[src/rtl/pesr_pkg.sv]
package pesr_pkg;

  // Kind of embedded operation held by the reporter.
  typedef enum logic {
    OP_PROG  = 1'b0,
    OP_ERASE = 1'b1
  } pe_op_e;

  // Latched description of the operation in flight.
  typedef struct packed {
    pe_op_e op;
    logic   msb;   // bit 7 of the data being programmed
  } op_ctx_t;

endpackage

[src/rtl/pesr_op_timer.sv]
module pesr_op_timer
  import pesr_pkg::*;
#(
  parameter int PROG_CYCLES  = 8,
  parameter int ERASE_CYCLES = 40
) (
  input  logic   clk,
  input  logic   rst_n,
  input  logic   start,
  input  pe_op_e start_op,
  output logic   busy,
  output pe_op_e cur_op,
  output logic   done
);

  localparam int MAX_CYCLES = (PROG_CYCLES > ERASE_CYCLES) ? PROG_CYCLES : ERASE_CYCLES;
  localparam int CNT_W      = $clog2(MAX_CYCLES + 1);
  localparam logic [CNT_W-1:0] PROG_LOAD  = CNT_W'(PROG_CYCLES - 1);
  localparam logic [CNT_W-1:0] ERASE_LOAD = CNT_W'(ERASE_CYCLES - 1);

  logic [CNT_W-1:0] remain_q;
  logic             busy_q;
  pe_op_e           op_q;

  // The final busy cycle is the one where the remaining count is zero.
  assign done   = busy_q && (remain_q == '0);
  assign busy   = busy_q;
  assign cur_op = op_q;

  always_ff @(posedge clk or negedge rst_n) begin
    if (!rst_n) begin
      busy_q   <= 1'b0;
      remain_q <= '0;
      op_q     <= OP_PROG;
    end else if (start && !busy_q) begin
      busy_q   <= 1'b1;
      op_q     <= start_op;
      remain_q <= (start_op == OP_ERASE) ? ERASE_LOAD : PROG_LOAD;
    end else if (done) begin
      busy_q   <= 1'b0;
    end else if (busy_q) begin
      remain_q <= remain_q - 1'b1;
    end
  end

endmodule

[src/rtl/pesr_poll_status.sv]
module pesr_poll_status
  import pesr_pkg::*;
#(
  parameter int DATA_W = 8
) (
  input  logic              clk,
  input  logic              rst_n,
  input  logic              start,
  input  logic              poll,
  input  op_ctx_t           ctx,
  output logic [DATA_W-1:0] status
);

  localparam int POLL_BIT = 7;
  localparam int TOG_BIT  = 6;

  logic toggle_q;

  // Toggle restarts at 0 with each operation and flips per polled read.
  always_ff @(posedge clk or negedge rst_n) begin
    if (!rst_n) begin
      toggle_q <= 1'b0;
    end else if (start) begin
      toggle_q <= 1'b0;
    end else if (poll) begin
      toggle_q <= ~toggle_q;
    end
  end

  always_comb begin
    status = '0;
    status[POLL_BIT] = (ctx.op == OP_PROG) ? ~ctx.msb : 1'b0;
    status[TOG_BIT]  = toggle_q;
  end

endmodule

[src/rtl/pesr_byte_array.sv]
module pesr_byte_array #(
  parameter int ADDR_W = 6,
  parameter int DATA_W = 8
) (
  input  logic              clk,
  input  logic              rst_n,
  input  logic              commit_prog,
  input  logic              commit_erase,
  input  logic [ADDR_W-1:0] waddr,
  input  logic [DATA_W-1:0] wdata,
  input  logic [ADDR_W-1:0] raddr,
  output logic [DATA_W-1:0] rdata
);

  localparam int DEPTH = 1 << ADDR_W;

  logic [DATA_W-1:0] cells [DEPTH];

  // One storage row per address; erase sets all ones, program only clears.
  for (genvar g = 0; g < DEPTH; g++) begin : g_row
    always_ff @(posedge clk or negedge rst_n) begin
      if (!rst_n) begin
        cells[g] <= '1;
      end else if (commit_erase) begin
        cells[g] <= '1;
      end else if (commit_prog && (waddr == ADDR_W'(g))) begin
        cells[g] <= cells[g] & wdata;
      end
    end
  end

  assign rdata = cells[raddr];

endmodule

[src/rtl/pe_status_reporter.sv]
module pe_status_reporter
  import pesr_pkg::*;
#(
  parameter int ADDR_W       = 6,
  parameter int DATA_W       = 8,
  parameter int PROG_CYCLES  = 8,
  parameter int ERASE_CYCLES = 40
) (
  input  logic              clk,
  input  logic              rst_n,
  input  logic              cmd_valid,
  output logic              cmd_ready,
  input  logic              cmd_op,
  input  logic [ADDR_W-1:0] cmd_addr,
  input  logic [DATA_W-1:0] cmd_data,
  input  logic              rd_req_valid,
  output logic              rd_req_ready,
  input  logic [ADDR_W-1:0] rd_addr,
  output logic              rsp_valid,
  input  logic              rsp_ready,
  output logic [DATA_W-1:0] rsp_data,
  output logic              busy,
  input  logic              ce_n,
  input  logic              oe_n,
  output logic              out_en
);

  logic              cmd_fire;
  logic              rd_fire;
  logic              poll_fire;
  logic              op_done;
  pe_op_e            cur_op;
  op_ctx_t           ctx;
  logic [ADDR_W-1:0] wr_addr_q;
  logic [DATA_W-1:0] wr_data_q;
  logic [DATA_W-1:0] arr_rdata;
  logic [DATA_W-1:0] status_byte;
  logic              rsp_valid_q;
  logic [DATA_W-1:0] rsp_data_q;

  assign cmd_ready    = !busy;
  assign cmd_fire     = cmd_valid && cmd_ready;
  assign rd_req_ready = !rsp_valid_q || rsp_ready;
  assign rd_fire      = rd_req_valid && rd_req_ready;
  assign poll_fire    = rd_fire && busy;
  assign out_en       = !ce_n && !oe_n;

  // Program target held for the whole busy window.
  always_ff @(posedge clk or negedge rst_n) begin
    if (!rst_n) begin
      wr_addr_q <= '0;
      wr_data_q <= '1;
    end else if (cmd_fire) begin
      wr_addr_q <= cmd_addr;
      wr_data_q <= cmd_data;
    end
  end

  pesr_op_timer #(
    .PROG_CYCLES (PROG_CYCLES),
    .ERASE_CYCLES(ERASE_CYCLES)
  ) u_timer (
    .clk     (clk),
    .rst_n   (rst_n),
    .start   (cmd_fire),
    .start_op(pe_op_e'(cmd_op)),
    .busy    (busy),
    .cur_op  (cur_op),
    .done    (op_done)
  );

  assign ctx.op  = cur_op;
  assign ctx.msb = wr_data_q[DATA_W-1];

  pesr_poll_status #(
    .DATA_W(DATA_W)
  ) u_status (
    .clk   (clk),
    .rst_n (rst_n),
    .start (cmd_fire),
    .poll  (poll_fire),
    .ctx   (ctx),
    .status(status_byte)
  );

  pesr_byte_array #(
    .ADDR_W(ADDR_W),
    .DATA_W(DATA_W)
  ) u_array (
    .clk         (clk),
    .rst_n       (rst_n),
    .commit_prog (op_done && (cur_op == OP_PROG)),
    .commit_erase(op_done && (cur_op == OP_ERASE)),
    .waddr       (wr_addr_q),
    .wdata       (wr_data_q),
    .raddr       (rd_addr),
    .rdata       (arr_rdata)
  );

  // One-entry response register: status while busy, stored byte otherwise.
  always_ff @(posedge clk or negedge rst_n) begin
    if (!rst_n) begin
      rsp_valid_q <= 1'b0;
      rsp_data_q  <= '0;
    end else if (rd_fire) begin
      rsp_valid_q <= 1'b1;
      rsp_data_q  <= busy ? status_byte : arr_rdata;
    end else if (rsp_ready) begin
      rsp_valid_q <= 1'b0;
    end
  end

  assign rsp_valid = rsp_valid_q;
  assign rsp_data  = rsp_data_q;

endmodule

[config.mk]
export PLATFORM = sky130hd
export DESIGN_NAME = pe_status_reporter
export DESIGN_NICKNAME = d
export VERILOG_FILES = /design/src/rtl/pesr_pkg.sv /design/src/rtl/pesr_op_timer.sv /design/src/rtl/pesr_poll_status.sv /design/src/rtl/pesr_byte_array.sv /design/src/rtl/pe_status_reporter.sv
export SDC_FILE = /design/constraint.sdc
export NUM_CORES = 1
export LEC_CHECK = 0
export BUFFER_PORTS_ARGS = -buffer_cell sky130_fd_sc_hd__clkbuf_2
export CORE_MARGIN = 4
export CORE_UTILIZATION = 50
export CTS_CLUSTER_SIZE = 16
export DETAILED_ROUTE_END_ITERATION = 8
export GPL_ROUTABILITY_DRIVEN = 0
export PLACE_DENSITY = 0.73
export SYNTH_ARGS = -nofsm -noshare
export SYNTH_HDL_FRONTEND = slang
export SYNTH_HIERARCHICAL = 1
export SYNTH_SLANG_ARGS = --single-unit
[constraint.sdc]
create_clock -name clk -period 5.1 [get_ports clk]
set_input_delay 0.51 -clock clk [delete_from_list [all_inputs] [get_ports clk]]
set_output_delay 0.51 -clock clk [all_outputs]
set_load 0.03 [all_outputs]
==> flow_summary.json <==
{
  "cts_tree": "done",
  "numPortBuffers": 40,
  "postCtsHoldBufs": 0,
  "ctsResizeCount": 0,
  "vias": 17600,
  "slew_headroom_pct": 17.0,
  "grt_setup_unrepaired": "no",
  "fin_skew_ns": 0.0342,
  "pin_count": 41,
  "synth_top_area_cell": "dfstp_2",
  "drc_errors": 0,
  "yosysWarnings": 6,
  "r2r_start": "u_timer/busy",
  "worst_hold_slack_ns": 0.0282,
  "worst-setup-path-type": "reg2reg",
  "netlist-cell-type-count": 59,
  "synth_top_area_share_pct": 52.7,
  "area_growth_pct": 8.91,
  "cts.clk_slew.worst_paths_ns": 0.07,
  "stdcell_count": 2875,
  "core_area_um2": 51300,
  "detail-route-antenna-nets": 0,
  "ys_ff_latch": 544,
  "cts_root_buf": "clkbuf_16",
  "initial_core_util_pct": 50.5,
  "finish.instance_area_um2": 28200,
  "worst_slack_ns": 1.39,
  "drtPass1Iterations": 5,
  "dp_slack_ns": 1.48,
  "synthFlopType": "dfstp_2",
  "max_cap_viol_count": 0,
  "dieArea_um2": 55500,
  "cts_max_path_buffers": 3,
  "p_per_area_nw_per_um2": 637,
  "ir_drop_mv": 0.392,
  "syn_area_per_cell_um2": 11.8,
  "hold_path.class": "in2async",
  "routedWlPerCell_um": 23.2,
  "leakagePower_nw": 11.2,
  "insertion_delay_ns": 0.63,
  "die_x_um": 236,
  "antenna_found_initial": 0,
  "final_util_pct": 55.0,
  "total_power_mw": 18.0,
  "fp.dieH_um": 236,
  "num_rows": 83,
  "slew_viol_final": 0,
  "fin_setup_tns_ns": 0,
  "placed_area_um2": 26400,
  "finalHoldViolCount": 0,
  "crit_start": "u_timer/busy",
  "dp.cells": 2776,
  "drt_iter0_drc": 1781,
  "endpoint_kind": "register",
  "critPathLaunchType": "register",
  "worst_pin_slew_ns": 1.24,
  "wl_um": 66700,
  "setup_violations": 0,
  "via_per_inst": 6.11,
  "grt_pass1_wl_um": 106000,
  "layout-drive-gt1-share_pct": 37.4,
  "ys_seq_area_share_pct": 55.0,
  "netlist_area_um2": 25900,
  "synthTopCellsByArea": "dfstp_2 (53%), nand2b_1 (13%), o21ai_0 (9.9%)",
  "synth_edf_count": 0,
  "worstPathArrival_ns": 4.26,
  "cts_setup_buffers": 0,
  "track_usage_pct": 23.9,
  "synth_async_sr_flop_share_pct": 100,
  "grt_pass1_vias": 18200,
  "cp_data_required_time_ns": 5.65,
  "period_share_pct": 72.7,
  "syn_inst": 2198,
  "htreeDepth": 2,
  "cts.sinks": 544,
  "crit_fanout": 20,
  "period_minus_slack_ns": 3.71,
  "max_freq_mhz": 270,
  "dpl.hpwl_um": 40600,
  "grt-ovfl-total": 0,
  "diodes": 0,
  "grt_max_degree": 137,
  "numCtsBuffers": 55,
  "status": "complete, no violations",
  "nets": 2183,
  "final.fill_count": 4221,
  "reg2reg_depth": 7
}
-- layout by cell type (no fill, tap or decap), types with 5 or more instances in the layout --
cell type	synthesis	layout
nor3_1	13	13
o21ai_0	514	514
nor2_1	19	19
clkbuf_1	121	13
nand2b_1	519	519
o22ai_1	19	19
nand2_1	79	79
nor2b_1	12	11
inv_1	6	6
a21o_1	6	6
clkbuf_2	0	36
mux2_4	9	9
buf_12	3	6
conb_1	1	6
clkbuf_8	0	9
a21oi_1	12	12
a31oi_1	10	10
dfstp_2	520	520
dfrtp_1	24	24
mux2i_1	38	38
mux2_2	10	10
clkinv_2	0	12
mux2_1	5	5
o221ai_1	12	12
nand3_1	6	6
a211oi_1	13	13
mux4_2	108	108
clkbuf_16	0	55
buf_4	16	30
mux4_1	13	13
o21ai_1	6	6
-- flip-flops by register name, indices dropped and copies added (netlist names) --
signal	flops
u_array/cells	512
rsp_data	8
wr_data_q	8
u_timer/remain_q	6
wr_addr_q	6
rsp_valid	1
u_status/toggle_q	1
u_timer/busy	1
u_timer/cur_op	1
-- routing by layer --
metal / vias up / part of all wire, % / global-route usage [%]
met3: 158 / 6.9 / 5.13
met2: 638 / 48 / 38.2
met4: 0 / 3.3 / 8.22
li1: 7605 / - / -
met1: 9167 / 42 / 32.8
met5: - / 0 / 0
-- final cells by class --
| class | instances | area [µm²] | share of cell area [%] |
|---|---|---|---|
| Clock inverter | 22 | 229 | 0.811 |
| Inverter | 6 | 22.5 | 0.0798 |
| Clock buffer | 77 | 1550 | 5.49 |
| Sequential cell | 544 | 14300 | 50.5 |
| Multi-Input combinational cell | 1471 | 10700 | 38.1 |
| Tap cell | 680 | 851 | 3.01 |
| Timing Repair Buffer | 75 | 563 | 2.00 |
-- where the power goes --
part	total [mW]	leakage [nW]	switching [mW]	internal, mW
clock network	4.04	0.875	1.72	2.32
registers	9.15	5.73	1.31	7.84
logic	4.79	4.64	2.68	2.12
-- synthesized netlist by cell type, types with 3 or more instances --
cell / n
buf_6: 10
dfrtp_1: 24
clkbuf_1: 121
buf_12: 3
buf_1: 8
mux2_2: 10
inv_1: 6
nor2_1: 19
o31ai_1: 3
mux4_2: 108
mux2_1: 5
nand2_1: 79
buf_2: 23
mux2_4: 9
o21ai_0: 514
a221oi_2: 4
a31oi_1: 10
o21ai_1: 6
nand2b_1: 519
mux2i_1: 38
nor3_1: 13
a21oi_1: 12
o221ai_1: 12
dfstp_2: 520
nand3_1: 6
nor2b_1: 12
o22ai_1: 19
a21o_1: 6
mux4_1: 13
a211oi_1: 13
buf_4: 16
a22oi_1: 3
-- worst max-delay path, stage by stage (launching register included) --
cell and delay [ns]:
dfrtp_1 0.88, or3b_4 0.49, nor2_1 0.13, nor2b_1 0.23
nor3b_2 0.96, nand2_1 0.44, o21ai_0 0.37, nand2b_1 0.11
-- worst paths after layout --
check	end	slack (ns)
max	u_array/cells[406]	1.39
min	wr_addr_q[0]	0.03
max reg2reg	u_array/cells[406]	1.39
min reg2reg	u_array/cells[240]	0.48
max in group asynchronous	u_array/cells[4]	3.94
min in group clk	wr_addr_q[5]	0.11
-- kinds of logic (layout without fill, tap and decap cells) --
| kind of cell | after synthesis | in the layout | synth area share, % |
|---|---|---|---|
| AOI/OAI and AO/OA | 613 | 613 | 12.7 |
| muxes | 183 | 183 | 13.3 |
| and+or+nand+nor | 666 | 666 | 15.2 |
| adders and majority gates | 2 | 2 | 0.0966 |
| xor gates and xnor gates | 1 | 1 | 0.0338 |
| DFF | 544 | 544 | 55.0 |
| other | 1 | 6 | 0.0145 |
| buffers and inverters | 188 | 180 | 3.59 |
No activity file was read; power rests on OpenSTA's default activity.
